## config.mk

```make
export PLATFORM = sky130hd
export DESIGN_NAME = irq_prio_sel
export DESIGN_NICKNAME = d
export VERILOG_FILES = /design/src/rtl/irq_sel_pkg.sv /design/src/rtl/irq_db_decode.sv /design/src/rtl/irq_pend_reg.sv /design/src/rtl/irq_arbiter.sv /design/src/rtl/irq_prio_sel.sv
export SDC_FILE = /design/constraint.sdc
export NUM_CORES = 1
export LEC_CHECK = 0
export BUFFER_PORTS_ARGS = -buffer_cell sky130_fd_sc_hd__buf_4
export CORE_MARGIN = 8
export CORE_UTILIZATION = 25
export DETAILED_ROUTE_END_ITERATION = 8
export PLACE_DENSITY = 0.54
export REMOVE_ABC_BUFFERS = 1
export SLEW_MARGIN = 10
export SYNTH_ARGS = -nofsm -noshare
export SYNTH_HDL_FRONTEND = slang
export SYNTH_SLANG_ARGS = --single-unit
```

## constraint.sdc

```tcl
create_clock -name clk -period 1.1 [get_ports clk]
set_input_delay 0.055 -clock clk [delete_from_list [all_inputs] [get_ports clk]]
set_output_delay 0.055 -clock clk [all_outputs]
set_load 0.03 [all_outputs]
```

## src/rtl/irq_sel_pkg.sv

```systemverilog
`timescale 1ns/1ps
package irq_sel_pkg;
  localparam int NSRC   = 12;
  localparam int CODE_W = 4;

  typedef enum logic [CODE_W-1:0] {
    SRC_SYSRST = 4'd0,  SRC_MCHK  = 4'd1,  SRC_CEXT  = 4'd2,  SRC_WDOG  = 4'd3,
    SRC_CDBELL = 4'd4,  SRC_FIXT  = 4'd5,  SRC_PIT   = 4'd6,  SRC_DECR  = 4'd7,
    SRC_EXT    = 4'd8,  SRC_DBELL = 4'd9,  SRC_PERF  = 4'd10, SRC_THERM = 4'd11
  } src_e;

  // Tier masks: bit k belongs to code k
  localparam logic [NSRC-1:0] TIER_ALWAYS = 12'h003;
  localparam logic [NSRC-1:0] TIER_CRIT   = 12'h004;
  localparam logic [NSRC-1:0] TIER_EXTEN  = 12'hFF8;
  // Level-sensitive sources that survive delivery
  localparam logic [NSRC-1:0] KEEP_ON_TAKE = 12'h104;
endpackage

```

## src/rtl/irq_db_decode.sv

```systemverilog
`timescale 1ns/1ps
module irq_db_decode
  import irq_sel_pkg::*;
#(
  parameter int TYPE_W = 3,
  parameter int ID_W   = 8
) (
  input  logic              snd_i,
  input  logic              clr_i,
  input  logic [TYPE_W-1:0] type_i,
  input  logic              bcast_i,
  input  logic [ID_W-1:0]   tag_i,
  input  logic [ID_W-1:0]   core_id_i,
  output logic [NSRC-1:0]   set_o,
  output logic [NSRC-1:0]   clr_o
);
  localparam logic [TYPE_W-1:0] MSG_NORM = TYPE_W'(0);
  localparam logic [TYPE_W-1:0] MSG_CRIT = TYPE_W'(1);

  logic [NSRC-1:0] tgt;
  logic            hit;

  always_comb begin
    tgt = '0;
    if (type_i == MSG_NORM) tgt[SRC_DBELL]  = 1'b1;
    if (type_i == MSG_CRIT) tgt[SRC_CDBELL] = 1'b1;
    hit   = bcast_i | (tag_i == core_id_i);
    set_o = (snd_i && hit) ? tgt : '0;
    clr_o = clr_i ? tgt : '0;
  end
endmodule

```

## src/rtl/irq_pend_reg.sv

```systemverilog
`timescale 1ns/1ps
module irq_pend_reg
  import irq_sel_pkg::*;
(
  input  logic            clk,
  input  logic            rst_n,
  input  logic [NSRC-1:0] set_i,
  input  logic [NSRC-1:0] clr_i,
  input  logic [NSRC-1:0] eat_i,
  output logic [NSRC-1:0] pend_o
);
  logic [NSRC-1:0] pend_q, pend_d, en;

  for (genvar k = 0; k < NSRC; k++) begin : g_bit
    always_comb begin
      en[k]     = set_i[k] | clr_i[k] | eat_i[k];
      pend_d[k] = set_i[k] | (pend_q[k] & ~clr_i[k] & ~eat_i[k]);
    end

    always_ff @(posedge clk or negedge rst_n) begin
      if (!rst_n)     pend_q[k] <= 1'b0;
      else if (en[k]) pend_q[k] <= pend_d[k];
    end

    assert_set_wins_R11: assert property (@(posedge clk) disable iff (!rst_n)
      set_i[k] |=> pend_q[k]);

    if (KEEP_ON_TAKE[k]) begin : g_keep
      assert_level_kept_R6: assert property (@(posedge clk) disable iff (!rst_n)
        (pend_q[k] && !clr_i[k]) |=> pend_q[k]);
    end else begin : g_eat
      assert_eaten_R7: assert property (@(posedge clk) disable iff (!rst_n)
        (eat_i[k] && !set_i[k]) |=> !pend_q[k]);
    end
  end

  assign pend_o = pend_q;
endmodule

```

## src/rtl/irq_arbiter.sv

```systemverilog
`timescale 1ns/1ps
module irq_arbiter
  import irq_sel_pkg::*;
(
  input  logic [NSRC-1:0]   pend_i,
  input  logic              ce_i,
  input  logic              ee_i,
  output logic [NSRC-1:0]   grant_o,
  output logic [CODE_W-1:0] code_o,
  output logic              any_o
);
  logic [NSRC-1:0] elig;

  always_comb begin
    elig = pend_i & (TIER_ALWAYS | (ce_i ? TIER_CRIT : '0) | (ee_i ? TIER_EXTEN : '0));
    grant_o = '0;
    code_o  = '0;
    for (int k = NSRC - 1; k >= 0; k--) begin
      if (elig[k]) begin
        grant_o = '0;
        grant_o[k] = 1'b1;
        code_o  = CODE_W'(k);
      end
    end
    any_o = |elig;
  end

  always_comb begin
    assert_single_grant_R8: assert ($onehot0(grant_o));
  end
endmodule

```

## src/rtl/irq_prio_sel.sv

```systemverilog
`timescale 1ns/1ps
module irq_prio_sel
  import irq_sel_pkg::*;
#(
  parameter int TYPE_W = 3,
  parameter int ID_W   = 8
) (
  input  logic              clk,
  input  logic              rst_n,
  input  logic [11:0]       set_i,
  input  logic [11:0]       clr_i,
  input  logic              take_i,
  input  logic              msr_ce_i,
  input  logic              msr_ee_i,
  input  logic              db_snd_i,
  input  logic              db_clr_i,
  input  logic [TYPE_W-1:0] db_type_i,
  input  logic              db_bcast_i,
  input  logic [ID_W-1:0]   db_tag_i,
  input  logic [ID_W-1:0]   core_id_i,
  output logic [11:0]       pend_o,
  output logic              irq_valid_o,
  output logic [11:0]       irq_onehot_o,
  output logic [3:0]        irq_code_o
);
  // reset synchronizer: asynchronous assert, synchronous release
  logic [1:0] rst_pipe;
  logic       rst_sn;
  always_ff @(posedge clk or negedge rst_n) begin
    if (!rst_n) rst_pipe <= 2'b00;
    else        rst_pipe <= {rst_pipe[0], 1'b1};
  end
  assign rst_sn = rst_pipe[1];

  logic [NSRC-1:0]   db_set, db_clr, pend, grant, eat;
  logic [CODE_W-1:0] code;
  logic              any;

  irq_db_decode #(.TYPE_W(TYPE_W), .ID_W(ID_W)) u_db (
    .snd_i(db_snd_i), .clr_i(db_clr_i), .type_i(db_type_i), .bcast_i(db_bcast_i),
    .tag_i(db_tag_i), .core_id_i(core_id_i), .set_o(db_set), .clr_o(db_clr));

  irq_arbiter u_arb (
    .pend_i(pend), .ce_i(msr_ce_i), .ee_i(msr_ee_i),
    .grant_o(grant), .code_o(code), .any_o(any));

  assign eat = take_i ? (grant & ~KEEP_ON_TAKE) : '0;

  irq_pend_reg u_pend (
    .clk(clk), .rst_n(rst_sn), .set_i(set_i | db_set), .clr_i(clr_i | db_clr),
    .eat_i(eat), .pend_o(pend));

  // delivery register
  logic              vld_q, vld_d;
  logic [NSRC-1:0]   oh_q, oh_d;
  logic [CODE_W-1:0] code_q, code_d;
  logic              out_en;

  always_comb begin
    out_en = take_i | vld_q;
    vld_d  = take_i & any;
    oh_d   = take_i ? grant : '0;
    code_d = take_i ? code  : '0;
  end

  always_ff @(posedge clk or negedge rst_sn) begin
    if (!rst_sn) begin
      vld_q  <= 1'b0;
      oh_q   <= '0;
      code_q <= '0;
    end else if (out_en) begin
      vld_q  <= vld_d;
      oh_q   <= oh_d;
      code_q <= code_d;
    end
  end

  assign pend_o       = pend;
  assign irq_valid_o  = vld_q;
  assign irq_onehot_o = oh_q;
  assign irq_code_o   = code_q;

  assert_sysrst_first_R2: assert property (@(posedge clk) disable iff (!rst_sn)
    (take_i && pend_o[0]) |=> (irq_valid_o && irq_code_o == 4'd0));
  assert_mchk_unmasked_R3: assert property (@(posedge clk) disable iff (!rst_sn)
    (take_i && !pend_o[0] && pend_o[1]) |=> (irq_valid_o && irq_code_o == 4'd1));
  assert_crit_gate_R4: assert property (@(posedge clk) disable iff (!rst_sn)
    (take_i && !msr_ce_i) |=> !irq_onehot_o[2]);
  assert_ext_gate_R5: assert property (@(posedge clk) disable iff (!rst_sn)
    (take_i && !msr_ee_i) |=> (irq_onehot_o[11:3] == 9'd0));
  assert_one_cause_R8: assert property (@(posedge clk) disable iff (!rst_sn)
    irq_valid_o == ($countones(irq_onehot_o) == 1));
  assert_no_take_R12: assert property (@(posedge clk) disable iff (!rst_sn)
    !take_i |=> !irq_valid_o);
endmodule

```

# Yosys cells after proc, flatten, opt, wreduce, memory -nomap -nowiden
# Index checks and enable logic that the tools add are counted.
# op_classes
eq_ne	2
mux	33
n_reduce_logical	3
bitwise	91
# op_table
op	n
2-to-1 mux 12 bit	15
2-to-1 mux 4 bit	13
bitwise OR 1 bit	38
bitwise OR 12 bit	3
bitwise AND 1 bit	25
NOT 1 bit	24
2-to-1 mux 10 bit	2
bitwise AND 12 bit	1
OR reduction 12 bit	1
== test 8 bit	1
== test 3 x 1 -> 1 bit, second input constant	1
logical NOT 3 bit	1
2-to-1 mux 3 bit	1
2-to-1 mux 1 bit	2
logical AND 1 bit	1
# totals
regBits	31
inputBits	51

# Depth between registers and ports, before layout
# depth
depth_word	19
depth_mapped	5
depth_no_buf	4

# Hierarchy
# Synthesis repeated with hierarchy kept, for this count alone.
# hier_totals
hier_cells	188
hier_area_um2	1893.1
# modules_own_cells
mod	cells_per_inst	seq_area_each_um2	area_per_inst_um2	n_inst
irq_prio_sel	75	475.5	883.3	1
irq_pend_reg	36	300.3	437.9	1
irq_db_decode	37	0.0	287.8	1
irq_arbiter	40	0.0	284.0	1

# Least setup slack after synthesis
# Ideal clock, no wire load.
# synth_timing
path_kind	reg-to-reg
startpoint	register u_pend.pend_q[6], in the netlist u_pend.pend_o[6]
endpoint	register u_pend.pend_q[10], in the netlist u_pend.pend_o[10]
arrival_ns	1.399
path_slack_ns	-0.419
setup_ns	0.120
required_ns	0.980
path_stages_with_launch	5
path_cell_list	dfrtp_1 buf_12 o41ai_1 nand4_1 a31o_1
# synth_between
elab_chain_len	12
elab_cells_between_ends	13
classes_between	mux: 8; bitwise: 5
# synth_rtl
element	line	rtl
from (decl)	irq_pend_reg.sv:12	logic [NSRC-1:0] pend_q, pend_d, en;
from (signal, indexed assignment)	irq_pend_reg.sv:22	else if (en[k]) pend_q[k] <= pend_d[k];
bitwise AND 12 bit (*)	irq_arbiter.sv:15	elig = pend_i & (TIER_ALWAYS | (ce_i ? TIER_CRIT : '0) | (ee_i ? TIER_EXTEN : '0));
2-to-1 mux 12 bit (*) (7 in a row)	irq_arbiter.sv:19	if (elig[k]) begin
2-to-1 mux 12 bit (*)	irq_prio_sel.sv:47	assign eat = take_i ? (grant & ~KEEP_ON_TAKE) : '0;
NOT 1 bit	irq_pend_reg.sv:17	pend_d[k] = set_i[k] | (pend_q[k] & ~clr_i[k] & ~eat_i[k]);
bitwise AND 1 bit	irq_pend_reg.sv:17	
bitwise OR 1 bit	irq_pend_reg.sv:17	
# Mark *: on every way between the ends. The rest lies on a longest branch, timed or not.
# A chain may end at the register's enable or synchronous reset.

# Worst setup path in the final report
# layout_timing
startpoint	register u_pend.pend_q[6], in the netlist u_pend.pend_o[6]
endpoint	register u_pend.pend_q[11], in the netlist u_pend.pend_o[11]
# The elaborated chain is that of the path after synthesis.

==> reports/qor.yml <==
period_needed_ps: 1445
finish.cell_count_without_fillers: 357
multiInputGateArea_um2: 759.5
critPathMaxFanout: 4
ys_top_cells_by_area: "dfrtp_1 (52%), xor2_1 (4.7%), nand2_1 (4.3%), o21ai_0 (4.0%), inv_1 (3.8%)"
port_buffers: 79
min_delay_path_depth: 3
floorplan.initialDensity_pct: 25.47
grt_remaining_overflow: 0
std_cell_rows: 28
layout-drive-gt1-share_pct: 55.32
power.ir.vdd_worst_v: 0.0004016
syn_inst: 144
synth_area_per_cell_um2: 10.35
final_nets: 334
detail_route.wirelength.met1_um: 2131
dp.final_hpwl_um: 3978
synth.ff_latch_count: 31
gp_congestion: 0.7360
areaGrowthSynthToFinish_pct: 92.53
ff2ff_setup_slack_ps: -350
max-cap-violations: 0
detail_route.drc_violations: 0
post-route-util_pct: 49.04
fmaxAchievable_mhz: 691.8
grt_usage_pct: 12.43
largest_net_degree_at_the_start_of_global_routing: 16
detailedRoute.firstPassIterationCount: 5
cts_sinks: 31
clkSlewWorstSetupHoldPaths_ps: 60
setup_total_negative_slack_ps: -3997
netlist-cell-type-count: 37
n_antenna_cell: 0
total_power_mw: 2.849
avgViaCountPerCell: 4.487
place_inst: 324
timing.final.max_slew_violations: 0
power_density_mw_per_mm2: 993.2
clock_skew_ps: 2.597
primary_flip_flop_cell_chosen_by_synthesis_mapping: "dfrtp_1"
cts-root-to-sink-buffers: 2
clock_tree_from_tritoncts: "yes"
reg2reg_to: "u_pend.pend_o[11]"
die_y_um: 93.21
synth_area_mm2: 0.001490
number_of_enable_type_register_cells_in_the_synthesized_netlist: 0
netlist.area_leader.share_pct: 52.06
area_of_the_core_mm2: 0.005851
die_w_um: 93.21
hold-worst-slack_ps: 23.93
clk_latency_ps: 280
drtAntennaViolNets: 0
top_library_cells_by_usage_in_the_layout_fill_and_taps_aside: "buf_4 (106), dfrtp_1 (29), nand2_1 (15)"
grt_setup_unrepaired: "true"
worst-setup-path-type: "reg -> reg"
number_of_drc_markers_in_iteration_0: 69
required_ps: 1270
place_ws_ps: -350.9
hold_start: "clr_i[5]"
post-route-period-util_pct: 131.4
outcome: "finished with violations"
fin_ws_ps: -345.4
hold_path.class: "in -> reg"
top_signal_layer_used: "met4"
report.final.setup_viol: 26
finish.instance_area_mm2: 0.002869
clock_root_buffer: "clkbuf_8"
layout_commonest_cell: "buf_4"
met3_length_um: 525
h-tree-depth: 2
cp-end-kind: "flop"
rr_startpoint: "u_pend.pend_o[6]"
ys_warn_count: 0
design.die.area_mm2: 0.008687
vias: 1602
routed_wirelength_um: 5152
whs_endpoint: "u_pend.pend_o[5]"
asyncSetResetFlopFracSynth_pct: 100.0
violations: "negative setup slack"
synth_sequential_area_ratio_pct: 52.06
final_hold_viol_count: 0
met2_wl_um: 2414
critPathLaunchType: "flop"
cts-buffers-inserted: 5
power_leakage_nw: 1.416
number_of_antenna_violations_at_the_first_check_in_global_routing: 0
route.detailed.wl_per_inst_um: 14.43
post_dp_cell_area_mm2: 0.002365
n_fill_cell: 567
sequential_cell_area_um2: 778.2
worstRegToRegCells: 4
worst-endpoint-arrival_ps: 1610
io_pins: 80
wire_length_of_the_first_global_routing_pass_um: 8652
first_global_vias: 1811
synth_top_area_cell: "dfrtp_1"
-- Yosys cell counts, drive strengths merged, types with 2 or more instances --
cell,number
dfrtp,31
nand2,17
inv,15
o21ai,12
nor2,9
xor2,8
a21oi,5
a22o,4
a31o,4
a32o,4
nor3,4
nand2b,3
nor4,3
buf,2
nand3,2
nand4,2
nor2b,2
o21bai,2
o41ai,2
-- worst max-delay path by stage --
stage / from / to / slack (ps) / cells after the start
final: u_pend.pend_o[6] / u_pend.pend_o[11] / -350 / 4
after global routing: u_pend.pend_o[6] / u_pend.pend_o[11] / -420 / 4
after CTS: u_pend.pend_o[6] / u_pend.pend_o[11] / -260 / 4
after detailed placement: u_pend.pend_o[9] / u_pend.pend_o[10] / -350 / 3
after global placement: u_pend.pend_o[9] / u_pend.pend_o[10] / -300 / 3
after floorplan: u_pend.pend_o[9] / u_pend.pend_o[10] / -400 / 3
-- registers in the layout, summed over array words and instances, names as in the netlist --
name / count
rst_pipe: 2
irq_valid_o: 1
irq_code_o: 4
irq_onehot_o: 12
u_pend.pend_o: 12
-- metal layers --
| layer | track usage (%) | vias up |
|---|---|---|
| met2 | 19.53 | 67 |
| met5 | 0 | - |
| met1 | 14.19 | 744 |
| met3 | 6.090 | 6 |
| li1 | - | 785 |
| met4 | 4.832 | 0 |
-- what timing repair did --
| action | CTS | global route |
|---|---|---|
| hold buffers | 14 | 0 |
| gates resized for setup | 28 | 26 |
| endpoints found under the setup margin | 25 | 29 |
| pin swaps | 12 | 5 |
| buffers inserted | 7 | 8 |
| hold endpoints to repair | 13 | 0 |
-- cell type report --
| class | count | share of cell area (%) |
|---|---|---|
| Clock buffer | 6 | 2.529 |
| Inverter | 15 | 1.962 |
| Multi-Input combinational cell | 95 | 26.47 |
| Sequential cell | 31 | 27.13 |
| Tap cell | 75 | 3.271 |
| Timing Repair Buffer | 135 | 38.64 |
-- report_power, final --
part           internal, mW  switching (mW)  leakage, nW  total (mW)
logic                 0.431           0.376        0.995       0.807
clock network         0.420           0.384       0.0371       0.805
registers              1.19          0.0453        0.383        1.24
-- critical path, stage by stage (launching register included) --
cell,delay [ps]
dfrtp_1,390
o41ai_2,440
nand4_1,250
nor3_1,190
nor2_1,60
-- logic make-up after synthesis --
family	count (synthesis)	share of synthesized area [%]
other cells	1	0.2516
xor+xnor	8	4.702
compound gates	41	20.57
buf+inv	18	5.793
flops	31	52.06
simple gates	45	16.62
Note: power is estimated with default switching activity, not from simulation.
